### config.mk
export PLATFORM = sky130hd
export DESIGN_NAME = intc_regbank
export DESIGN_NICKNAME = d
export VERILOG_FILES = /design/src/rtl/intc_rb_pkg.sv /design/src/rtl/intc_rb_decode.sv /design/src/rtl/intc_rb_bitmap.sv /design/src/rtl/intc_rb_prio.sv /design/src/rtl/intc_regbank.sv
export SDC_FILE = /design/constraint.sdc
export NUM_CORES = 1
export LEC_CHECK = 0
export ABC_AREA = 1
export BUFFER_PORTS_ARGS = -buffer_cell sky130_fd_sc_hd__buf_2
export CAP_MARGIN = 20
export CORE_MARGIN = 1
export CORE_UTILIZATION = 40
export CTS_CLUSTER_DIAMETER = 80
export DETAILED_ROUTE_END_ITERATION = 7
export PLACE_DENSITY = 0.66
export SETUP_SLACK_MARGIN = 0.1
export SLEW_MARGIN = 20
export SYNTH_ARGS = -nofsm -noshare
export SYNTH_HDL_FRONTEND = slang
export SYNTH_SLANG_ARGS = --single-unit
export TNS_END_PERCENT = 50
### constraint.sdc
create_clock -name clk -period 3.3 [get_ports clk]
set_clock_uncertainty 0.2 [all_clocks]
set_input_delay 0.66 -clock clk [delete_from_list [all_inputs] [get_ports clk]]
set_output_delay 0.66 -clock clk [all_outputs]
set_load 0.02 [all_outputs]
### src/rtl/intc_rb_pkg.sv
package intc_rb_pkg;

   typedef enum logic [3:0] {
      RG_RSVD, RG_TYPE, RG_SETEN, RG_CLREN, RG_SETPD,
      RG_CLRPD, RG_ACT, RG_TGT, RG_PRIO
   } rb_region_e;

   typedef enum logic [1:0] {SZ_BYTE, SZ_HALF, SZ_WORD, SZ_BAD} rb_size_e;

   typedef enum logic {BM_SETCLR, BM_PLAIN} rb_bmode_e;

   localparam int LANES = 4;

endpackage

### src/rtl/intc_rb_decode.sv
module intc_rb_decode import intc_rb_pkg::*; #(
   parameter bit FULL_PROFILE = 1'b1
) (
   input  logic [11:0]      addr,
   input  logic [1:0]       size,
   output rb_region_e       region,
   output logic [LANES-1:0] be,
   output logic [4:0]       widx,
   output logic [6:0]       pword
);

   logic aligned;

   always_comb begin
      unique case (rb_size_e'(size))
         SZ_WORD: aligned = (addr[1:0] == 2'b00);
         SZ_HALF: aligned = !addr[0];
         SZ_BYTE: aligned = 1'b1;
         default: aligned = 1'b0;
      endcase
   end

   always_comb begin
      be = '0;
      if (aligned) begin
         unique case (rb_size_e'(size))
            SZ_WORD: be = 4'hF;
            SZ_HALF: be = addr[1] ? 4'hC : 4'h3;
            default: be = 4'(1) << addr[1:0];
         endcase
      end
   end

   always_comb begin
      unique case (addr[11:7])
         5'd0:                   region = (addr[6:2] == 5'd0 && FULL_PROFILE) ? RG_TYPE : RG_RSVD;
         5'd2:                   region = RG_SETEN;
         5'd3:                   region = RG_CLREN;
         5'd4:                   region = RG_SETPD;
         5'd5:                   region = RG_CLRPD;
         5'd6:                   region = FULL_PROFILE ? RG_ACT : RG_RSVD;
         5'd7:                   region = RG_TGT;
         5'd8, 5'd9, 5'd10, 5'd11: region = RG_PRIO;
         default:                region = RG_RSVD;
      endcase
   end

   assign widx  = addr[6:2];
   assign pword = addr[8:2];

endmodule

### src/rtl/intc_rb_bitmap.sv
module intc_rb_bitmap import intc_rb_pkg::*; #(
   parameter int        N    = 32,
   parameter rb_bmode_e MODE = BM_SETCLR
) (
   input  logic         clk,
   input  logic         rst_n,
   input  logic         set_we,
   input  logic         clr_we,
   input  logic [N-1:0] hit,
   input  logic [N-1:0] wbit,
   input  logic [N-1:0] hw_set,
   input  logic [N-1:0] hw_clr,
   output logic [N-1:0] q
);

   logic [N-1:0] sw_n;
   logic [N-1:0] q_n;

   generate
      if (MODE == BM_SETCLR) begin : g_setclr
         always_comb
            sw_n = (q | (set_we ? (hit & wbit) : '0)) & ~(clr_we ? (hit & wbit) : '0);

         a_r2_ones_land: assert property (@(posedge clk) disable iff (!rst_n)
            (set_we && hw_clr == '0) |=> ((q & $past(hit & wbit)) == $past(hit & wbit)));
      end else begin : g_plain
         logic wen;
         assign wen = set_we | clr_we;
         always_comb
            sw_n = wen ? ((q & ~hit) | (hit & wbit)) : q;
      end
   endgenerate

   assign q_n = (sw_n & ~hw_clr) | hw_set;

   always_ff @(posedge clk) begin
      if (!rst_n) q <= '0;
      else        q <= q_n;
   end

   a_r2_idle_hold: assert property (@(posedge clk) disable iff (!rst_n)
      (!set_we && !clr_we && hw_set == '0 && hw_clr == '0) |=> $stable(q));

endmodule

### src/rtl/intc_rb_prio.sv
module intc_rb_prio import intc_rb_pkg::*; #(
   parameter int N  = 32,
   parameter int PB = 8
) (
   input  logic             clk,
   input  logic             rst_n,
   input  logic             we,
   input  logic [6:0]       pword,
   input  logic [LANES-1:0] be,
   input  logic [31:0]      wdata,
   input  logic [N-1:0]     perm,
   output logic [N*8-1:0]   prio_o,
   output logic [31:0]      rd_word
);

   logic [PB-1:0] pr_q  [N];
   logic [7:0]    pbyte [N];

   generate
      for (genvar i = 0; i < N; i++) begin : g_irq
         localparam int LANE = i % LANES;
         assign pbyte[i] = 8'(pr_q[i]) << (8 - PB);
         assign prio_o[i*8 +: 8] = pbyte[i];
         always_ff @(posedge clk) begin
            if (!rst_n)
               pr_q[i] <= '0;
            else if (we && int'(pword) == i / LANES && be[LANE] && perm[i])
               pr_q[i] <= wdata[LANE*8+7 -: PB];
         end
      end
   endgenerate

   always_comb begin
      rd_word = '0;
      for (int i = 0; i < N; i++)
         if (int'(pword) == i / LANES && be[i % LANES] && perm[i])
            rd_word[(i % LANES)*8 +: 8] = pbyte[i];
   end

   a_r4_hold_without_write: assert property (@(posedge clk) disable iff (!rst_n)
      !we |=> $stable(prio_o));

endmodule

### src/rtl/intc_regbank.sv
module intc_regbank import intc_rb_pkg::*; #(
   parameter int NUM_IRQ           = 32,
   parameter bit FULL_PROFILE      = 1'b1,
   parameter int PRIO_BITS_FULL    = 8,
   parameter int PRIO_BITS_REDUCED = 2
) (
   input  logic                 clk,
   input  logic                 rst_n,
   input  logic                 req_valid,
   input  logic                 req_write,
   input  logic                 req_secure,
   input  logic [11:0]          req_addr,
   input  logic [1:0]           req_size,
   input  logic [31:0]          req_wdata,
   output logic                 rsp_valid,
   output logic [31:0]          rsp_rdata,
   input  logic [NUM_IRQ-1:0]   hw_pend_i,
   input  logic [NUM_IRQ-1:0]   act_set_i,
   input  logic [NUM_IRQ-1:0]   act_clr_i,
   output logic [NUM_IRQ-1:0]   irq_enable_o,
   output logic [NUM_IRQ-1:0]   irq_pend_o,
   output logic [NUM_IRQ-1:0]   irq_target_o,
   output logic [NUM_IRQ*8-1:0] irq_prio_o
);

   localparam int NWORDS    = (NUM_IRQ + 31) / 32;
   localparam int PADN      = NWORDS * 32;
   localparam int PRIO_BITS = FULL_PROFILE ? PRIO_BITS_FULL : PRIO_BITS_REDUCED;

   generate
      if (NUM_IRQ < 1 || NUM_IRQ > 512) begin : g_bad_count
         $error("NUM_IRQ must lie in 1..512");
      end
      if (!FULL_PROFILE && NUM_IRQ > 32) begin : g_bad_reduced
         $error("reduced profile allows at most 32 interrupts");
      end
      if (PRIO_BITS < 1 || PRIO_BITS > 8) begin : g_bad_prio
         $error("priority width must lie in 1..8");
      end
   endgenerate

   rb_region_e       region;
   logic [LANES-1:0] be;
   logic [4:0]       widx;
   logic [6:0]       pword;

   intc_rb_decode #(.FULL_PROFILE(FULL_PROFILE)) u_dec (
      .addr(req_addr), .size(req_size), .region(region),
      .be(be), .widx(widx), .pword(pword)
   );

   logic [NUM_IRQ-1:0] en_q, pd_q, act_q, tgt_q;
   logic [NUM_IRQ-1:0] perm, bit_hit, bit_wd;
   logic               wr;

   assign wr   = req_valid && req_write;
   assign perm = req_secure ? '1 : ~tgt_q;

   generate
      for (genvar i = 0; i < NUM_IRQ; i++) begin : g_hit
         assign bit_hit[i] = (int'(widx) == i / 32) && be[(i % 32) / 8] && perm[i];
         assign bit_wd[i]  = req_wdata[i % 32];
      end
   endgenerate

   intc_rb_bitmap #(.N(NUM_IRQ), .MODE(BM_SETCLR)) u_en (
      .clk(clk), .rst_n(rst_n),
      .set_we(wr && region == RG_SETEN), .clr_we(wr && region == RG_CLREN),
      .hit(bit_hit), .wbit(bit_wd), .hw_set('0), .hw_clr('0), .q(en_q)
   );

   intc_rb_bitmap #(.N(NUM_IRQ), .MODE(BM_SETCLR)) u_pd (
      .clk(clk), .rst_n(rst_n),
      .set_we(wr && region == RG_SETPD), .clr_we(wr && region == RG_CLRPD),
      .hit(bit_hit), .wbit(bit_wd), .hw_set(hw_pend_i), .hw_clr('0), .q(pd_q)
   );

   intc_rb_bitmap #(.N(NUM_IRQ), .MODE(BM_SETCLR)) u_act (
      .clk(clk), .rst_n(rst_n), .set_we(1'b0), .clr_we(1'b0),
      .hit(bit_hit), .wbit(bit_wd), .hw_set(act_set_i), .hw_clr(act_clr_i), .q(act_q)
   );

   intc_rb_bitmap #(.N(NUM_IRQ), .MODE(BM_PLAIN)) u_tgt (
      .clk(clk), .rst_n(rst_n),
      .set_we(wr && region == RG_TGT && req_secure), .clr_we(1'b0),
      .hit(bit_hit), .wbit(bit_wd), .hw_set('0), .hw_clr('0), .q(tgt_q)
   );

   logic [31:0] prio_rd;

   intc_rb_prio #(.N(NUM_IRQ), .PB(PRIO_BITS)) u_prio (
      .clk(clk), .rst_n(rst_n), .we(wr && region == RG_PRIO),
      .pword(pword), .be(be), .wdata(req_wdata), .perm(perm),
      .prio_o(irq_prio_o), .rd_word(prio_rd)
   );

   logic [NUM_IRQ-1:0] src;
   logic [PADN-1:0]    vis_pad;
   logic [31:0]        bit_word, raw_word, lane_mask;

   always_comb begin
      unique case (region)
         RG_SETEN, RG_CLREN: src = en_q;
         RG_SETPD, RG_CLRPD: src = pd_q;
         RG_ACT:             src = act_q;
         RG_TGT:             src = tgt_q;
         default:            src = '0;
      endcase
      vis_pad  = PADN'(src & perm);
      bit_word = '0;
      for (int w = 0; w < NWORDS; w++)
         if (int'(widx) == w) bit_word = vis_pad[w*32 +: 32];
   end

   always_comb begin
      for (int k = 0; k < LANES; k++) lane_mask[k*8 +: 8] = {8{be[k]}};
      unique case (region)
         RG_PRIO: raw_word = prio_rd;
         RG_TYPE: raw_word = {28'd0, 4'(NWORDS - 1)};
         default: raw_word = bit_word;
      endcase
   end

   always_ff @(posedge clk) begin
      if (!rst_n) begin
         rsp_valid <= 1'b0;
         rsp_rdata <= '0;
      end else begin
         rsp_valid <= req_valid && !req_write;
         rsp_rdata <= (req_valid && !req_write) ? (raw_word & lane_mask) : '0;
      end
   end

   assign irq_enable_o = en_q;
   assign irq_pend_o   = pd_q;
   assign irq_target_o = tgt_q;

   a_r12_rsp_only_reads: assert property (@(posedge clk) disable iff (!rst_n)
      rsp_valid |-> $past(req_valid && !req_write));

   a_r6_ns_target_locked: assert property (@(posedge clk) disable iff (!rst_n)
      (req_valid && req_write && !req_secure) |=> $stable(irq_target_o));

   a_r7_ns_enable_guard: assert property (@(posedge clk) disable iff (!rst_n)
      (req_valid && req_write && !req_secure) |=>
         (((irq_enable_o ^ $past(irq_enable_o)) & $past(irq_target_o)) == '0));

   a_r11_active_bus_immune: assert property (@(posedge clk) disable iff (!rst_n)
      (req_valid && req_write && act_set_i == '0 && act_clr_i == '0) |=> $stable(act_q));

endmodule

==> results.py <==
metrics = {
    "logic_synthesis": {
        "yosysTopAreaCell": "edfxtp_1",
        "async_reset_ff_frac": 0,
        "ys_top_cells_by_area": "edfxtp_1, dfxtp_1, nor2_1",
        "ys_seq_elements": 417,
        "synth_warnings": 0,
        "synth_edf_count": 256,
        "syn_avg_cell_area_sq_um": 8.07,
        "synth_cell_types": 32,
        "syn-cell-area_sq_um": 20000,
        "synth_top_area_frac": 0.383,
        "syn_inst": 2484,
        "syn_nets": 2635,
        "ys_seq_area_frac": 0.544,
        "synth_top_flop_cell": "edfxtp_1",
    },
    "timing": {
        "finalMaxSlewViolations": 0,
        "period_share": 0.822,
        "hold_viol_final": 0,
        "rsz0062_at_grt": "no",
        "max_slew_margin": 0.597,
        "setup_violations": 0,
        "period_needed_ns": 2.71,
        "clock.fmax_mhz": 369,
        "setup_tns_ns": 0,
        "worst_slew_pin_slew_ns": 0.604,
        "whs_ns": 0.0895,
    },
    "final_layout": {
        "layout_common_cells": "buf_2, nor2_1, inv_1",
        "drive_above_1_share": 0.247,
        "fin_area_sq_um": 25600,
        "area_growth_pct": 27.7,
        "mostFrequentLayoutCell": "buf_2",
        "stdcell_count": 3757,
        "fin_nets": 3196,
        "fillers": 4625,
    },
    "clocking": {
        "h-tree-depth": 2,
        "cts_resized": 0,
        "clk_pin_slew_ns": 0.06,
        "post-cts-setup-buffers": 0,
        "cts_num_sinks": 417,
        "cts_tree": "done",
        "cts.hold.buffers_added": 0,
        "cts_buffer_depth": 3,
        "insertion_delay_ns": 0.58,
        "cts_buffers": 47,
        "root_buffer": "clkbuf_16",
    },
    "grt": {
        "grt-ovfl-total": 0,
        "grt_start_max_net_pins": 50,
        "grt_first_pass_wirelength_um": 120000,
        "grtUsageTotal": 0.320,
        "antenna_found_initial": 10,
        "grt_pass1_vias": 18700,
    },
    "worst_hold_path": {
        "hold-path-cell-count": 3,
        "hold_class": "in -> reg",
    },
    "power": {
        "pwr-share-comb": 0.084,
        "clkPwrFrac": 0.447,
        "power.density_nw_per_um2": 483,
        "seqPwrFrac": 0.469,
        "power_switching_mw": 3.08,
        "peakVddDrop_mv": 0.415,
        "p_int_mw": 9.30,
        "sw_frac_of_total": 0.249,
        "p_leak_nw": 12.0,
    },
    "critical_path": {
        "cp.arrival_ns": 2.79,
        "crit_fanout": 17,
        "worstSetupPathType": "in -> reg",
        "required_ns": 3.38,
        "worstSetupEndpointType": "flip-flop",
        "reg2reg_depth": 12,
        "worstSetupStartpointType": "input pin",
    },
    "drt": {
        "drt_iter0_markers": 2497,
        "viasPerCell": 5.43,
        "drc": 0,
        "routed_wl_um": 84400,
        "detailedRoute.firstPassIterationCount": 6,
        "wl_per_cell_um": 22.5,
        "vias": 20400,
        "final_antenna_net_count": 0,
    },
    "job": {
        "max-cap-violations": 0,
    },
    "placement": {
        "dp_hpwl_um": 65200,
        "place.gp.congestion": 0.986,
        "dp_cells": 3660,
        "postPlaceCellArea_sq_um": 23900,
        "io_buffers": 531,
    },
    "floorplanning": {
        "die_w_um": 226,
        "initial_core_util": 0.408,
        "core_area_sq_um": 49200,
        "ios": 532,
        "die_h_um": 226,
        "rows": 81,
        "die-area_sq_um": 51000,
    },
    "run_status": {
        "status": "finished, final reports clean",
    },
}
-- state kept, by name, indices dropped and copies added (netlist names), named ones only --
register,count
rsp_valid,1
u_en.q,32
u_prio.pr_q,256
u_act.q,32
rsp_rdata,32
u_pd.q,32
-- final timing paths --
check	from	endpoint	slack (ns)
worst min register to register	u_act.q[15]$_SDFF_PN0_	u_act.q[15]$_SDFF_PN0_	0.30
worst min-delay path	act_set_i[7]	u_act.q[7]$_SDFF_PN0_	0.09
worst max-delay path	req_size[0]	u_prio.pr_q[30][2]$_SDFFCE_PN0P_	0.59
worst max register to register	flip-flop	rsp_rdata[20]$_SDFF_PN0_	0.87
-- kinds of logic (layout without fill, tap and decap cells) --
group / count (synthesis) / count (layout) / synth area share
buffers and inverters: 474 / 1074 / 0.0913
adders and majority gates: 4 / 4 / 0.00250
muxes: 3 / 3 / 0.00150
and+or+nand+nor: 1141 / 1141 / 0.240
AOI/OAI and AO/OA: 445 / 445 / 0.120
other: 0 / 9 / 0
DFF: 417 / 417 / 0.544
-- critical path, cell delays in order --
cell	delay, ns
buf_2	0.11
inv_1	0.06
ha_1	0.33
inv_1	0.07
o21ai_0	0.07
nand2_1	0.10
nor2_4	0.32
inv_1	0.12
nor3_1	0.35
inv_2	0.20
o21ai_0	0.20
buf_4	0.20
-- final cells by class --
cell class,instances,area [sq um],area share
flip-flops and latches,417,10900,0.426
multi-input cells,1593,7350,0.287
repair buffers,608,3440,0.134
inverters,378,1420,0.0555
clock buffers,67,1380,0.0540
well taps,664,831,0.0324
clock inverters,21,259,0.0101
diodes,9,22.5,0.000879
-- per-stage QoR --
stage,setup WS [ns],power (mW),utilization
CTS,0.653,12.4,0.521
detailed placement,0.0622,6.93,0.487
floorplan,0.101,6.38,-
global route,0.390,12.7,0.521
finish,0.587,12.4,0.521
global placement,0.130,6.92,0.487
-- Yosys cell counts, types with 2 or more instances --
cell,number
or2_2,40
nor3_1,15
o21bai_1,9
o22ai_1,37
o21ai_1,25
o2111ai_1,10
nand3_1,172
nor2_1,494
nor3_2,3
inv_2,8
edfxtp_1,256
nand2_1,351
ha_1,4
nand2_2,3
o221ai_1,2
buf_4,7
buf_1,4
a21oi_1,96
mux2i_1,3
a211oi_1,28
o21ai_0,237
dfxtp_1,161
nor2_2,16
clkinv_1,4
inv_1,366
clkbuf_1,65
buf_2,20
nand4_1,44
-- power groups by stage --
stage,sequential [mW],clock (mW),combinational [mW]
final,5.81,5.53,1.03
after global routing,5.81,5.76,1.10
after CTS,5.80,5.57,1.02
after detailed placement,5.91,0,1.02
after global placement,5.91,0,1.01
after floorplan,6.03,0,0.348
-- layer usage --
| metal | part of all wire | vias to the layer above | GRT usage |
|---|---|---|---|
| met4 | 0.040 | 6 | 0.131 |
| li1 | - | 9295 | - |
| met5 | 0.00049 | - | 0 |
| met2 | 0.46 | 1270 | 0.513 |
| met3 | 0.11 | 192 | 0.0712 |
| met1 | 0.39 | 9632 | 0.418 |
Note: power is estimated with default switching activity, not from simulation.
